==> config.mk <==
export PLATFORM = sky130hd
export DESIGN_NAME = sbalu_core
export DESIGN_NICKNAME = d
export VERILOG_FILES = /design/src/rtl/sbalu_pkg.sv /design/src/rtl/sbalu_bit_counter.sv /design/src/rtl/sbalu_op_decode.sv /design/src/rtl/sbalu_bit_engine.sv /design/src/rtl/sbalu_core.sv
export SDC_FILE = /design/constraint.sdc
export NUM_CORES = 1
export LEC_CHECK = 0
export ABC_AREA = 1
export BUFFER_PORTS_ARGS = -buffer_cell sky130_fd_sc_hd__clkbuf_2
export CAP_MARGIN = 20
export CORE_ASPECT_RATIO = 2
export CORE_MARGIN = 5
export CORE_UTILIZATION = 40
export CTS_BUF_LIST = sky130_fd_sc_hd__clkbuf_8
export DETAILED_ROUTE_END_ITERATION = 7
export GPL_TIMING_DRIVEN = 0
export SYNTH_ARGS = -nofsm -noshare
export SYNTH_HDL_FRONTEND = slang
export SYNTH_SLANG_ARGS = --single-unit
==> constraint.sdc <==
create_clock -name clk -period 1.5 [get_ports clk]
set_clock_uncertainty 0.15 [all_clocks]
set_input_delay 0.15 -clock clk [delete_from_list [all_inputs] [get_ports clk]]
set_output_delay 0.15 -clock clk [all_outputs]
set_load 0.02 [all_outputs]
==> src/rtl/sbalu_pkg.sv <==
package sbalu_pkg;

  localparam int unsigned OP_W = 4;

  typedef enum logic [OP_W-1:0] {
    OP_ADD = 4'd0,
    OP_ADC = 4'd1,
    OP_SUB = 4'd2,
    OP_SBC = 4'd3,
    OP_INC = 4'd4,
    OP_DEC = 4'd5,
    OP_NEG = 4'd6,
    OP_COM = 4'd7,
    OP_AND = 4'd8,
    OP_OR  = 4'd9,
    OP_XOR = 4'd10,
    OP_LSL = 4'd11,
    OP_ROL = 4'd12,
    OP_LSR = 4'd13,
    OP_ASR = 4'd14,
    OP_ROR = 4'd15
  } sbalu_op_e;

  typedef struct packed {
    logic is_right;  // result lags operand by one bit, tail cycle
    logic is_left;   // result taken from delayed operand bit
    logic is_zero;   // flag is a zero indicator
  } sbalu_cls_t;

  typedef enum logic [1:0] {
    ST_IDLE = 2'd0,
    ST_RUN  = 2'd1,
    ST_TAIL = 2'd2
  } sbalu_state_e;

  // one full-adder step: {carry_out, sum}
  function automatic logic [1:0] add_step(logic a, logic b, logic c);
    logic s;
    logic co;
    s  = a ^ b ^ c;
    co = (a & b) | (c & (a ^ b));
    return {co, s};
  endfunction

  // one full-subtractor step: {borrow_out, difference}
  function automatic logic [1:0] sub_step(logic a, logic b, logic br);
    logic d;
    logic bo;
    d  = a ^ b ^ br;
    bo = (~a & b) | (~(a ^ b) & br);
    return {bo, d};
  endfunction

  // flag value loaded when an operation starts
  function automatic logic flag_preset(sbalu_op_e op, logic cur);
    case (op)
      OP_ADD, OP_SUB:                          return 1'b0;
      OP_INC, OP_DEC:                          return 1'b1;
      OP_NEG, OP_COM, OP_AND, OP_OR, OP_XOR:   return 1'b1;
      default:                                 return cur;
    endcase
  endfunction

  function automatic logic is_zero_op(sbalu_op_e op);
    return (op == OP_NEG) || (op == OP_COM) || (op == OP_AND) ||
           (op == OP_OR)  || (op == OP_XOR);
  endfunction

endpackage

==> src/rtl/sbalu_bit_counter.sv <==
module sbalu_bit_counter #(
  parameter int unsigned WIDTH = 16
) (
  input  logic clk,
  input  logic rst_n,
  input  logic clear,
  input  logic step,
  output logic first,
  output logic last
);
  localparam int unsigned IDX_W = (WIDTH > 1) ? $clog2(WIDTH) : 1;
  localparam logic [IDX_W-1:0] LAST_IDX = IDX_W'(WIDTH - 1);

  logic [IDX_W-1:0] idx_q;

  always_ff @(posedge clk or negedge rst_n) begin
    if (!rst_n) begin
      idx_q <= '0;
    end else if (clear) begin
      idx_q <= '0;
    end else if (step) begin
      idx_q <= (idx_q == LAST_IDX) ? '0 : idx_q + 1'b1;
    end
  end

  assign first = (idx_q == '0);
  assign last  = (idx_q == LAST_IDX);
endmodule

==> src/rtl/sbalu_op_decode.sv <==
module sbalu_op_decode
  import sbalu_pkg::*;
(
  input  sbalu_op_e  op,
  output sbalu_cls_t cls
);
  always_comb begin
    cls = '0;
    case (op)
      OP_LSR, OP_ASR, OP_ROR: cls.is_right = 1'b1;
      OP_LSL, OP_ROL:         cls.is_left  = 1'b1;
      default:                cls.is_zero  = is_zero_op(op);
    endcase
  end
endmodule

==> src/rtl/sbalu_bit_engine.sv <==
module sbalu_bit_engine
  import sbalu_pkg::*;
(
  input  sbalu_op_e  op,
  input  sbalu_cls_t cls,
  input  logic       a_bit,
  input  logic       b_bit,
  input  logic       flag,
  input  logic       dly,
  input  logic       low,
  input  logic       first,
  input  logic       last,
  input  logic       tail,
  output logic       res,
  output logic       emit,
  output logic       flag_nxt,
  output logic       dly_nxt
);
  logic [1:0] step_v;

  always_comb begin
    res      = 1'b0;
    emit     = 1'b1;
    flag_nxt = flag;
    dly_nxt  = a_bit;
    step_v   = 2'b00;
    if (tail) begin
      // top result bit of a right shift
      dly_nxt  = dly;
      flag_nxt = low;
      case (op)
        OP_ASR:  res = dly;
        OP_ROR:  res = flag;
        default: res = 1'b0;
      endcase
    end else if (cls.is_right) begin
      res  = a_bit;        // stands for result bit idx-1
      emit = !first;
    end else if (cls.is_left) begin
      res      = dly;
      flag_nxt = last ? a_bit : flag;
    end else if (cls.is_zero) begin
      case (op)
        OP_NEG:  res = a_bit ^ ~flag;  // copy until first one, then invert
        OP_COM:  res = ~a_bit;
        OP_AND:  res = a_bit & b_bit;
        OP_OR:   res = a_bit | b_bit;
        default: res = a_bit ^ b_bit;
      endcase
      flag_nxt = flag & ~res;
    end else begin
      case (op)
        OP_ADD, OP_ADC: step_v = add_step(a_bit, b_bit, flag);
        OP_SUB, OP_SBC: step_v = sub_step(a_bit, b_bit, flag);
        OP_INC:         step_v = add_step(a_bit, 1'b0, flag);
        default:        step_v = sub_step(a_bit, 1'b0, flag);
      endcase
      res      = step_v[0];
      flag_nxt = step_v[1];
    end
  end
endmodule

==> src/rtl/sbalu_core.sv <==
module sbalu_core
  import sbalu_pkg::*;
#(
  parameter int unsigned WIDTH = 16
) (
  input  logic       clk,
  input  logic       rst_n,
  input  logic       start,
  input  logic [3:0] op,
  input  logic       bit_vld,
  input  logic       a_bit,
  input  logic       b_bit,
  output logic       res_bit,
  output logic       res_vld,
  output logic       done,
  output logic       busy,
  output logic       flag
);
  sbalu_state_e st_q;
  sbalu_op_e    op_q;
  sbalu_op_e    op_in;
  sbalu_cls_t   cls;
  logic flag_q, dly_q, low_q;
  logic res_q, vld_q, done_q;
  logic first, last;
  logic eng_res, eng_emit, eng_flag, eng_dly;

  // named events
  logic op_start, bit_take, tail_go, in_tail;

  assign op_in    = sbalu_op_e'(op);
  assign op_start = start && (st_q == ST_IDLE);
  assign bit_take = bit_vld && (st_q == ST_RUN);
  assign in_tail  = (st_q == ST_TAIL);
  assign tail_go  = in_tail;

  sbalu_bit_counter #(.WIDTH(WIDTH)) cnt_i (
    .clk   (clk),
    .rst_n (rst_n),
    .clear (op_start),
    .step  (bit_take),
    .first (first),
    .last  (last)
  );

  sbalu_op_decode dec_i (
    .op  (op_q),
    .cls (cls)
  );

  sbalu_bit_engine eng_i (
    .op       (op_q),
    .cls      (cls),
    .a_bit    (a_bit),
    .b_bit    (b_bit),
    .flag     (flag_q),
    .dly      (dly_q),
    .low      (low_q),
    .first    (first),
    .last     (last),
    .tail     (in_tail),
    .res      (eng_res),
    .emit     (eng_emit),
    .flag_nxt (eng_flag),
    .dly_nxt  (eng_dly)
  );

  always_ff @(posedge clk or negedge rst_n) begin
    if (!rst_n) begin
      st_q   <= ST_IDLE;
      op_q   <= OP_ADD;
      flag_q <= 1'b0;
      dly_q  <= 1'b0;
      low_q  <= 1'b0;
      res_q  <= 1'b0;
      vld_q  <= 1'b0;
      done_q <= 1'b0;
    end else begin
      vld_q  <= 1'b0;
      done_q <= 1'b0;
      if (op_start) begin
        op_q   <= op_in;
        flag_q <= flag_preset(op_in, flag_q);
        dly_q  <= (op_in == OP_ROL) ? flag_q : 1'b0;
        st_q   <= ST_RUN;
      end else if (bit_take) begin
        flag_q <= eng_flag;
        dly_q  <= eng_dly;
        if (first) low_q <= a_bit;
        res_q  <= eng_res;
        vld_q  <= eng_emit;
        if (last) begin
          st_q   <= cls.is_right ? ST_TAIL : ST_IDLE;
          done_q <= !cls.is_right;
        end
      end else if (tail_go) begin
        flag_q <= eng_flag;
        dly_q  <= eng_dly;
        res_q  <= eng_res;
        vld_q  <= 1'b1;
        done_q <= 1'b1;
        st_q   <= ST_IDLE;
      end
    end
  end

  assign res_bit = res_q;
  assign res_vld = vld_q;
  assign done    = done_q;
  assign busy    = (st_q != ST_IDLE);
  assign flag    = flag_q;
endmodule

* After elaboration in Yosys (flattened, before gate mapping)
Cells that the tools add are included.
** Cells by class
- Bitwise gates (word level) :: 19
- Reduce and logical (&&, ||, !) cells :: 27
- Add/subtract/negate cells :: 1
- Multiplexer cells :: 46
- Equal/unequal tests :: 28
** Operators with widths (number)
- $eq 4x4->1 const B :: 13
- $mux 1 :: 34
- $eq 4x3->1 const B :: 7
- $eq 4x2->1 const B :: 3
- $logic_not 4->1 :: 3
- $mux 4 :: 3
- $mux 2 :: 5
- $reduce_or 2->1 :: 4
- $and 1x1->1 :: 7
- $reduce_or 7->1 :: 1
- $pmux 2 s3 :: 1
- $reduce_and 2->1 :: 3
- $reduce_bool 2->1 :: 3
- $not 1->1 :: 5
- $reduce_or 5->1 :: 1
- $add 4x1->4 const B :: 1
- $eq 4x1->1 const B :: 1
- $logic_or 1x1->1 :: 4
- $pmux 1 s2 :: 2
- $pmux 1 s4 :: 1
- $xor 1x1->1 :: 4
- $ne 3x1->1 const B :: 1
- $ne 3x3->1 const B :: 1
- $or 1x1->1 :: 3
- other kinds (8) :: 10
** Word-level totals
- Bits of input ports :: 10
- Output and inout port bits :: 5
- Logic and storage cells :: 130
- Register bits after elaboration :: 16

* Longest topological paths before layout
Gate-level depths: netlist (run 1).
- Word-level depth :: 19
- Mapped depth :: 13
- Depth with buffers taken out :: 12

* By module
Synthesis (run 1) repeated with hierarchy kept, for this count alone.
** Second synthesis, totals
- Cells, all modules :: 189
- Area total of the unflattened synthesis :: 1308.8 sq um
** By module, submodules not included
- sbalu_core :: area an instance 603.1 sq um, seq. area each 300.3 sq um, cells an instance 68, times used 1
- sbalu_bit_engine :: area an instance 390.4 sq um, seq. area each 0.0 sq um, cells an instance 74, times used 1
- sbalu_bit_counter :: area an instance 259.0 sq um, seq. area each 100.1 sq um, cells an instance 33, times used 1
- sbalu_op_decode :: area an instance 56.3 sq um, seq. area each 0.0 sq um, cells an instance 14, times used 1

* Worst setup path after synthesis (run 1)
No wires, ideal clock.
- Path kind :: register to register
- From :: register flag_q (netlist: flag)
- To :: register res_q (netlist: res_bit)
- Stages on the path, launching flop included :: 6
- Path slack :: -289 ps
- Library setup time :: 123 ps
- Arrival :: 1516 ps
- Clock period less this slack :: 1789 ps
- Cell sequence :: dfrtp_1 -> fa_1 -> o311ai_0 -> nand3_1 -> nand2_1 -> a21oi_1
** On the way
- Cells in the longest elaborated chain, start to end :: 13
- Elaborated cells between the ends (all ways) :: 17
- Those cells by class :: mux (13); bitwise (4)
** Ends and longest elaborated chain
- from (decl) :: line sbalu_core.sv:23 : logic flag_q, dly_q, low_q;
- from (signal assigned) :: line sbalu_core.sv:83 : flag_q <= flag_preset(op_in, flag_q);
- from (signal assigned) :: line sbalu_core.sv:87 : flag_q <= eng_flag;
- from (signal assigned) :: line sbalu_core.sv:97 : flag_q <= eng_flag;
- $not 1->1 :: line sbalu_bit_engine.sv:44 : OP_NEG: res = a_bit ^ ~flag;
- $xor 1x1->1 :: line sbalu_bit_engine.sv:44
- $pmux 1 s4 :: line sbalu_bit_engine.sv:43 : case (op)
- $mux 1 :: line sbalu_bit_engine.sv:42 : end else if (cls.is_zero) begin
- $mux 1 :: line sbalu_bit_engine.sv:39 : end else if (cls.is_left) begin
- $mux 1 :: line sbalu_bit_engine.sv:36 : end else if (cls.is_right) begin
- $mux 1 :: line sbalu_bit_engine.sv:27 : if (tail) begin
- $mux 1 :: line sbalu_bit_engine.sv:42
- $mux 1 :: line sbalu_bit_engine.sv:39
- $mux 1 :: line sbalu_bit_engine.sv:36
- $mux 1 (*) :: line sbalu_bit_engine.sv:27
- $mux 1 :: line sbalu_core.sv:96 : end else if (tail_go) begin
- $mux 1 (*) :: line sbalu_core.sv:86 : end else if (bit_take) begin
- to (signal assigned) :: line sbalu_core.sv:90 : res_q <= eng_res;
- to (signal assigned) :: line sbalu_core.sv:99 : res_q <= eng_res;
- to (decl) :: line sbalu_core.sv:24 : logic res_q, vld_q, done_q;
Every way passes the cells marked *; elsewhere a longest branch is shown, timed or not. The select of a mux whose other input is x is not followed.
A chain may end at the register's enable or synchronous reset.

* Worst setup path after layout (run 1)
- From :: register flag_q (netlist: flag)
- To :: register flag_q (netlist: flag)
** On the way
- Cells in the longest elaborated chain, start to end :: 16
- Elaborated cells between the ends (all ways) :: 24
- Those cells by class :: mux (14); bitwise (10)
** Ends and longest elaborated chain
- $not 1->1 :: line sbalu_bit_engine.sv:44
- $xor 1x1->1 :: line sbalu_bit_engine.sv:44
- $pmux 1 s4 :: line sbalu_bit_engine.sv:43
- $mux 1 :: line sbalu_bit_engine.sv:42
- $mux 1 :: line sbalu_bit_engine.sv:39
- $mux 1 :: line sbalu_bit_engine.sv:36
- $mux 1 :: line sbalu_bit_engine.sv:27
- $not 1->1 :: line sbalu_bit_engine.sv:50 : flag_nxt = flag & ~res;
- $and 1x1->1 :: line sbalu_bit_engine.sv:50
- $mux 1 :: line sbalu_bit_engine.sv:42
- $mux 1 :: line sbalu_bit_engine.sv:39
- $mux 1 (*) :: line sbalu_bit_engine.sv:36
- $mux 1 (*) :: line sbalu_bit_engine.sv:27
- $mux 1 :: line sbalu_core.sv:96
- $mux 1 (*) :: line sbalu_core.sv:86
- $mux 1 (*) :: line sbalu_core.sv:81 : if (op_start) begin
Marks and branches as above.

==> reports/qor.log, run 1 <==
INFO  synth          number_of_warnings_reported_in_the_yosys_synthesis_log=0
INFO  job            timing.max_cap.violations=0
INFO  place          port_buffers=14
INFO  timing         timing.final.crit_share=1.12
INFO  run_status     failed_checks=negative setup slack
INFO  power_and_ir_drop comb_power_share=0.581
INFO  grt            antenna_found_initial=0
INFO  timing         worst_case_headroom_to_the_max_slew_limit=0.711
INFO  power_and_ir_drop sw_ratio=0.486
INFO  floorplan      initial_core_util=0.411
INFO  power_and_ir_drop power=2.76mW
INFO  floorplan      fp.dieW=48.7um
INFO  detailed_routing drc=0
INFO  synth          per_instance_average_area_after_synthesis=7.04um2
INFO  clock_tree     cts-root-to-sink-buffers=2
INFO  synth          synthArstFlopShare=1.00
INFO  detailed_routing first_pass_iters=4
INFO  min_path       timing.hold.worst_endpoint=op_q[1]$_DFFE_PN0P_
INFO  detailed_routing drt-vias-per-instance=5.27
INFO  synth          synth.area.top_cells=sky130_fd_sc_hd__dfrtp_1, sky130_fd_sc_hd__nand2_1, sky130_fd_sc_hd__inv_1, sky130_fd_sc_hd__nand3_1, sky130_fd_sc_hd__ha_1
INFO  grt            maximum_number_of_pins_on_one_net_before_global_route_repair=17
INFO  timing         setup_slack=-0.179ns
INFO  synth          syn-num-nets=186
INFO  detailed_routing drt_iter0_drc=27
INFO  detailed_routing routed_wirelength=3120um
INFO  worst_setup_path worst_setup_path_start_kind=register
INFO  clock_tree     insertion_delay=0.26ns
INFO  worst_setup_path r2r_setup_slack=-0.18ns
INFO  timing         finalCriticalPeriod=1.68ns
INFO  clock_tree     clock_sinks=16
INFO  clock_tree     h_tree_depth=1
INFO  min_path       timing.hold.worst.class=primary input to register
INFO  worst_setup_path r2r_end=flag$_DFFE_PN0P_
INFO  floorplan      num_io_pins=15
INFO  place          hpwlAfterDp=2440um
INFO  grt            grtUsageTotal=0.154
INFO  worst_setup_path timing.setup.critical_path_class=register to register
INFO  worst_setup_path worst-path-max-fanout=4
INFO  timing         finalHoldViolCount=0
INFO  worst_setup_path critical_path_data_required_time=1.50ns
INFO  grt            wire_length_of_the_first_global_routing_pass=5130um
INFO  min_path       whs_path_depth=3
INFO  synth          synth_top_cells_by_count=sky130_fd_sc_hd__nand2_1, sky130_fd_sc_hd__inv_1, sky130_fd_sc_hd__dfrtp_1, sky130_fd_sc_hd__nand3_1, sky130_fd_sc_hd__nor2_1
INFO  grt            vias_in_the_first_global_route=1214
INFO  worst_setup_path worstPathArrival=1.68ns
INFO  cells_and_area syn_to_final_growth=24.6%
INFO  worst_setup_path worst_r2r_startpoint=flag$_DFFE_PN0P_
INFO  clock_tree     clock-root-buffer=sky130_fd_sc_hd__clkbuf_8
INFO  detailed_routing final_antenna_net_count=0
INFO  synth          synth_seq_area_share=0.335
INFO  place          finalWeightedCongestion=0.873
INFO  grt            gr-total-overflow=0
INFO  power_and_ir_drop powerDensity=1850nW/um2
INFO  synth          post_synth_instance_area=1200um2
INFO  power_and_ir_drop seqPwrFrac=0.295
INFO  timing         worst-slew-pin-transition=0.433ns
INFO  clock_tree     cts_inserted_buffers=3
INFO  cells_and_area final_core_util=0.512
INFO  cells_and_area final_nets=213
INFO  synth          dominantRegCellSynth=sky130_fd_sc_hd__dfrtp_1
INFO  power_and_ir_drop clock_network_power_share=0.123
INFO  cells_and_area fraction_of_layout_cells_with_a_size_suffix_above_1=0.255
INFO  floorplan      core_region_area=2910um2
INFO  power_and_ir_drop ir_worst_vdd=0.000883V
INFO  run_status     status=finished, violations left
INFO  timing         maxClockFrequency=596MHz
INFO  worst_setup_path r2r_cells=10
INFO  timing         final-setup-viol-count=3
INFO  synth          number_of_enable_type_register_cells_in_the_synthesized_netlist=0
INFO  cells_and_area antenna_cells_inserted=0
INFO  detailed_routing drt-wirelength-per-cell=13.8um
INFO  clock_tree     cts_tree=yes
INFO  power_and_ir_drop cellLeakagePower=0.775nW
INFO  synth          yosys.area.top_type=sky130_fd_sc_hd__dfrtp_1
INFO  detailed_routing detailroute.via_count=1192
INFO  power_and_ir_drop power.net_switching=1.34mW
INFO  power_and_ir_drop intPower=1.42mW
INFO  timing         slew_viol_final=0
INFO  synth          synth_most_common_cell=sky130_fd_sc_hd__nand2_1
INFO  synth          post-synth-top-area-fraction=0.335
INFO  synth          synth_seq_cells=16
INFO  floorplan      die_height=87.3um
INFO  min_path       hold_path_startpoint=op[1]
INFO  timing         grt_setup_unrepaired=yes
INFO  worst_setup_path end_kind=register
INFO  synth          instance_count_of_the_mapped_netlist=170
INFO  floorplan      std_cell_rows=28
INFO  place          preCtsSetupSlack=-0.277ns
INFO  synth          yosys.cell_types.count=28
INFO  floorplan      die_area=4250um2
INFO  clock_tree     clk_transition_reported_paths=0.06ns
==> cell families (layout without fill, tap and decap cells) <==
kind of cell | Yosys count | in the layout | share of synthesized area
simple gates | 85 | 85 | 0.324
buf+inv | 34 | 60 | 0.114
compound gates | 27 | 27 | 0.137
flops | 16 | 16 | 0.335
fa+ha+maj | 6 | 6 | 0.0753
xor+xnor | 2 | 2 | 0.0146
==> layer usage <==
metal  vias to the layer above  part of all wire  global-route usage
met4                         0             0.019              0.0711
met2                        13              0.61               0.326
li1                        595                 -                   -
met3                         5             0.026              0.0223
met5                         -                 0                   0
met1                       579              0.34               0.130
==> how the worst max path moves through the flow <==
stage                          start                to  slack, ns  cells past startpoint
floorplan           flag$_DFFE_PN0P_  flag$_DFFE_PN0P_      -0.14                     10
global placement               a_bit  flag$_DFFE_PN0P_      -0.24                     11
detailed placement             a_bit  flag$_DFFE_PN0P_      -0.28                     11
CTS                 flag$_DFFE_PN0P_  flag$_DFFE_PN0P_      -0.20                     10
global route        flag$_DFFE_PN0P_  flag$_DFFE_PN0P_      -0.39                     10
finish              flag$_DFFE_PN0P_  flag$_DFFE_PN0P_      -0.18                     10
==> final cells by class <==
class,count,area (um2)
Clock buffer,3,41.3
Fill cell,298,1420
Timing Repair Buffer,22,133
Tap cell,30,37.5
Inverter,32,126
Multi-Input combinational cell,120,729
Buffer,2,16.3
Clock inverter,1,3.75
Sequential cell,16,403
==> repair_timing <==
action	CTS	global route
pin swaps	0	4
hold endpoints to repair	16	0
hold buffers	1	0
buffers inserted	2	5
endpoints found under the setup margin	4	6
gates resized for setup	7	12
==> through the flow <==
step | instances | hold slack, ns | cell area, um2 | setup TNS, ns
detailed placement | 214 | -0.0466 | 1310 | -0.565
global placement | 214 | -0.0544 | 1310 | -0.512
floorplan | 170 | -0.296 | 1200 | -0.249
CTS | 221 | 0.0253 | 1410 | -0.440
finish | 226 | 0.0250 | 1490 | -0.409
global route | 226 | 0.0289 | 1490 | -0.801
==> cell usage in the layout (no fill, tap or decap), types with 3 or more instances in the layout <==
cell type	count
sky130_fd_sc_hd__nand4_1	3
sky130_fd_sc_hd__dfrtp_1	14
sky130_fd_sc_hd__clkbuf_8	3
sky130_fd_sc_hd__ha_1	3
sky130_fd_sc_hd__buf_4	7
sky130_fd_sc_hd__nor2_1	11
sky130_fd_sc_hd__o21ai_0	8
sky130_fd_sc_hd__o22ai_1	3
sky130_fd_sc_hd__a21oi_1	4
sky130_fd_sc_hd__nand2_1	45
sky130_fd_sc_hd__nor2_4	4
sky130_fd_sc_hd__inv_1	29
sky130_fd_sc_hd__clkbuf_2	14
sky130_fd_sc_hd__nand3_1	13
==> power by group through the flow <==
stage	Clock (mW)	Combinational (mW)	Sequential [mW]
6_report	0.340	1.60	0.814
2_1_floorplan	0	1.00	0.812
4_1_cts	0.341	1.48	0.803
3_5_place_dp	0	1.39	0.809
3_3_place_gp	0	1.36	0.797
5_1_grt	0.363	1.83	0.833
==> sequential cells by signal, indices dropped and copies added (netlist names) <==
register	cells
cnt_i.idx_q	4
dly_q	1
done	1
flag	1
low_q	1
op_q	4
res_bit	1
res_vld	1
st_q	2
==> critical path, stage by stage, from the launching register on <==
cell                      delay, ns
sky130_fd_sc_hd__dfrtp_2       0.45
sky130_fd_sc_hd__fa_2          0.33
sky130_fd_sc_hd__o21a_1        0.18
sky130_fd_sc_hd__o21ai_2       0.06
sky130_fd_sc_hd__nand2_1       0.08
sky130_fd_sc_hd__nand2_1       0.06
sky130_fd_sc_hd__nand3_1       0.07
sky130_fd_sc_hd__nand2_1       0.06
sky130_fd_sc_hd__nand2_1       0.04
sky130_fd_sc_hd__nand2_1       0.05
sky130_fd_sc_hd__nand2_1       0.04
Note: power is estimated with default switching activity, not from simulation.
==> inputs of run 2 (changes only) <==
--- a/config.mk
+++ b/config.mk
@@ -8,7 +8,6 @@
 export ABC_AREA = 1
 export BUFFER_PORTS_ARGS = -buffer_cell sky130_fd_sc_hd__clkbuf_2
 export CAP_MARGIN = 20
-export CORE_ASPECT_RATIO = 2
 export CORE_MARGIN = 5
 export CORE_UTILIZATION = 40
 export CTS_BUF_LIST = sky130_fd_sc_hd__clkbuf_8
==> run 2 against run 1 <==
Compared with the run above: the run still ends with negative setup slack left; worst hold slack got worse by 0.0027 ns; via count fell by 1.8%; critical path depth did not move; die area fell by 1.6%; clock-buffer cell count rose by 1; register-to-register slack got worse by 0.02 ns; first-iteration DRC count rose by 59%; largest cell class unchanged; highest routed layer unchanged.
==> reports/qor.log, run 2 (synthesized netlist as in run 1, its figures left out) <==
INFO  run_status     status=finished, violations left [unchanged]
INFO  run_status     failed_checks=negative setup slack [unchanged]
INFO  timing         maxClockFrequency=587MHz [was 596 MHz]
INFO  detailed_routing drt-vias-per-instance=5.09 [was 5.27]
INFO  clock_tree     cts_tree=yes [unchanged]
INFO  timing         setup_slack=-0.204ns [was -0.179 ns]
INFO  timing         grt_setup_unrepaired=yes [unchanged]
INFO  worst_setup_path worst-path-max-fanout=4 [unchanged]
INFO  timing         worst-slew-pin-transition=0.415ns [was 0.433 ns]
INFO  cells_and_area final_design_area_no_fill=1520um2 [was 1490 um2]
INFO  timing         final-setup-viol-count=3 [unchanged]
INFO  cells_and_area reg_top3=cnt_i.idx_q x4, op_q x4, st_q x2 [unchanged]
INFO  timing         holdWs=0.0223ns [was 0.0250 ns]
INFO  worst_setup_path worst_setup_path_start_kind=register [unchanged]
INFO  place          hpwlAfterDp=2120um [was 2440 um]
INFO  worst_setup_path cp-startpoint=flag$_DFFE_PN0P_ [unchanged]
INFO  power_and_ir_drop sw_ratio=0.464 [was 0.486]
INFO  clock_tree     clk_transition_reported_paths=0.06ns [about the same]
INFO  detailed_routing routed_wirelength=2790um [was 3120 um]
INFO  grt            antenna_found_initial=0 [unchanged]
INFO  power_and_ir_drop comb_power_share=0.578 [was 0.581]
INFO  worst_setup_path worst_r2r_startpoint=flag$_DFFE_PN0P_ [unchanged]
INFO  floorplan      initial_core_util=0.426 [was 0.411]
INFO  detailed_routing top_layer_used=met4 [unchanged]
INFO  worst_setup_path r2r_cells=10 [unchanged]
INFO  job            timing.max_cap.violations=0 [unchanged]
INFO  floorplan      num_io_pins=15 [unchanged]
INFO  cells_and_area layout.cells.most_common_list=sky130_fd_sc_hd__nand2_1, sky130_fd_sc_hd__inv_1, sky130_fd_sc_hd__nand3_1, sky130_fd_sc_hd__dfrtp_1, sky130_fd_sc_hd__clkbuf_2 [was sky130_fd_sc_hd__nand2_1, sky130_fd_sc_hd__inv_1, sky130_fd_sc_hd__dfrtp_1, sky130_fd_sc_hd__clkbuf_2, sky130_fd_sc_hd__nand3_1]
INFO  power_and_ir_drop powerDensity=1840nW/um2 [was 1850 nW/um2]
INFO  power_and_ir_drop intPower=1.50mW [was 1.42 mW]
INFO  worst_setup_path critPathSlowestCell=sky130_fd_sc_hd__dfrtp_2 [unchanged]
INFO  detailed_routing routed-wl-met2=1220um [was 1920 um]
INFO  cells_and_area fraction_of_layout_cells_with_a_size_suffix_above_1=0.256 [was 0.255]
INFO  floorplan      core_region_area=2810um2 [was 2910 um2]
INFO  cells_and_area filler_cell_count=269 [was 298]
INFO  clock_tree     insertion_delay=0.25ns [was 0.26 ns]
INFO  power_and_ir_drop power.net_switching=1.29mW [was 1.34 mW]
INFO  worst_setup_path critPathMostFrequentCell=sky130_fd_sc_hd__nand2_1 [unchanged]
INFO  grt            gr-total-overflow=0 [unchanged]
INFO  timing         slew_viol_final=0 [unchanged]
INFO  place          port_buffers=14 [unchanged]
INFO  power_and_ir_drop clock_network_power_share=0.136 [was 0.123]
INFO  detailed_routing drt-met1-wl=1410um [was 1060 um]
INFO  power_and_ir_drop cellLeakagePower=0.797nW [was 0.775 nW]
INFO  worst_setup_path worst_path_largest_cell_delay=0.45ns [about the same]
INFO  place          finalWeightedCongestion=0.939 [was 0.873]
INFO  worst_setup_path r2r_end=flag$_DFFE_PN0P_ [unchanged]
INFO  worst_setup_path end_kind=register [unchanged]
INFO  grt            maximum_number_of_pins_on_one_net_before_global_route_repair=17 [unchanged]
INFO  detailed_routing detailroute.via_count=1170 [was 1192]
INFO  cells_and_area antenna_cells_inserted=0 [unchanged]
INFO  grt            vias_in_the_first_global_route=1078 [was 1214]
INFO  cells_and_area syn_to_final_growth=26.7% [was 24.6%]
INFO  power_and_ir_drop seqPwrFrac=0.286 [was 0.295]
INFO  clock_tree     clock-root-buffer=sky130_fd_sc_hd__clkbuf_8 [unchanged]
INFO  detailed_routing first_pass_iters=4 [unchanged]
INFO  clock_tree     cts-root-to-sink-buffers=2 [unchanged]
INFO  clock_tree     clock_sinks=16 [unchanged]
INFO  detailed_routing final_antenna_net_count=0 [unchanged]
INFO  grt            wire_length_of_the_first_global_routing_pass=4760um [was 5130 um]
INFO  worst_setup_path worstPathArrival=1.70ns [was 1.68 ns]
INFO  min_path       timing.hold.worst.class=primary input to register [unchanged]
INFO  worst_setup_path critical_path_data_required_time=1.50ns [about the same]
INFO  worst_setup_path timing.setup.critical_path_class=register to register [unchanged]
INFO  floorplan      std_cell_rows=19 [was 28]
INFO  floorplan      die_height=64.7um [was 87.3 um]
INFO  worst_setup_path crit_path_end=flag$_DFFE_PN0P_ [unchanged]
INFO  worst_setup_path r2r_setup_slack=-0.20ns [was -0.18 ns]
INFO  timing         timing.final.crit_share=1.14 [was 1.12]
INFO  cells_and_area layout.area.seq=403um2 [unchanged]
INFO  timing         finalHoldViolCount=0 [unchanged]
INFO  detailed_routing drc=0 [unchanged]
INFO  cells_and_area multi_input_comb_area=712um2 [was 729 um2]
INFO  place          placement.cell_area=1310um2 [about the same]
INFO  detailed_routing wl_met3=127um [was 82 um]
INFO  grt            grtUsageTotal=0.145 [was 0.154]
INFO  worst_setup_path cp_cell_sequence=fa_2, o21a_1, o21ai_1, nand2_1, nand2_1, nand3_1, nand2_1, nand2_1, nand2_1, nand2_1 [was fa_2, o21a_1, o21ai_2, nand2_1, nand2_1, nand3_1, nand2_1, nand2_1, nand2_1, nand2_1]
INFO  timing         finalCriticalPeriod=1.70ns [was 1.68 ns]
INFO  clock_tree     cts_inserted_buffers=3 [unchanged]
INFO  detailed_routing drt-wirelength-per-cell=12.1um [was 13.8 um]
INFO  floorplan      die_area=4180um2 [was 4250 um2]
INFO  cells_and_area final_nets=216 [was 213]
INFO  detailed_routing drt_iter0_drc=43 [was 27]
INFO  power_and_ir_drop ir_worst_vdd=0.000813V [was 0.000883 V]
INFO  floorplan      fp.dieW=64.7um [was 48.7 um]
INFO  clock_tree     h_tree_depth=1 [unchanged]
INFO  place          preCtsSetupSlack=-0.300ns [was -0.277 ns]
INFO  timing         worst_case_headroom_to_the_max_slew_limit=0.724 [was 0.711]
INFO  cells_and_area most_common_cell_after_layout_fill_and_taps_aside=sky130_fd_sc_hd__nand2_1 [unchanged]
run 2: routing by layer:
metal  up-vias  track usage
met5         -            0
met2        23        0.229
met1       533        0.196
met4         0       0.0396
li1        610            -
met3         4       0.0380
run 2: worst max-delay path, delay by kind of cell, from the launching register on:
family / cells / cell delay (ns)
flops: 1 / 0.45
simple gates: 7 / 0.43
fa+ha+maj: 1 / 0.34
compound gates: 2 / 0.24
run 2: worst min path at each step:
| stage | depth (start not counted) | endpoint | slack (ns) | start |
|---|---|---|---|---|
| 6_report | 3 | op_q[3]$_DFFE_PN0P_ | 0.02 | op[3] |
| 5_1_grt | 3 | op_q[1]$_DFFE_PN0P_ | 0.04 | op[1] |
| 4_1_cts | 3 | op_q[1]$_DFFE_PN0P_ | 0.01 | op[1] |
| 3_5_place_dp | 1 | st_q[1]$_DFFE_PN0P_ | -0.05 | rst_n |
| 3_3_place_gp | 1 | st_q[0]$_DFFE_PN0P_ | -0.05 | rst_n |
| 2_1_floorplan | 0 | cnt_i.idx_q[0]$_DFFE_PN0P_ | -0.30 | rst_n |
run 2: final cells by class:
type / instances / share of cell area
buffer: 2 / 0.0107
clock buffer: 4 / 0.0363
inverter: 32 / 0.0809
multi-input combinational: 120 / 0.470
sequential: 16 / 0.266
tap: 31 / 0.0256
timing repair buffer: 25 / 0.111
run 2: through the flow:
stage	utilization	power, mW	instances	TNS (ns)
global placement	0.467	2.14	215	-0.539
detailed placement	0.467	2.17	215	-0.599
CTS	0.508	2.66	225	-0.407
global route	0.540	3.08	230	-0.814
floorplan	-	1.82	170	-0.249
finish	0.540	2.79	230	-0.421
run 2: what timing repair did:
| action | 4_1_cts | 5_1_grt |
|---|---|---|
| resized for setup | 4 | 11 |
| hold endpoints to repair | 16 | 0 |
| hold buffers | 1 | 0 |
| endpoints found under the setup margin | 4 | 6 |
| setup buffers | 5 | 5 |
| pin swaps | 0 | 4 |
run 2: power groups by stage:
stage          combinational [mW]  clock, mW  sequential [mW]
2_1_floorplan                1.00          0            0.812
5_1_grt                      1.84      0.411            0.826
4_1_cts                      1.49      0.390            0.782
3_3_place_gp                 1.35          0            0.796
3_5_place_dp                 1.37          0            0.801
6_report                     1.61      0.378            0.799
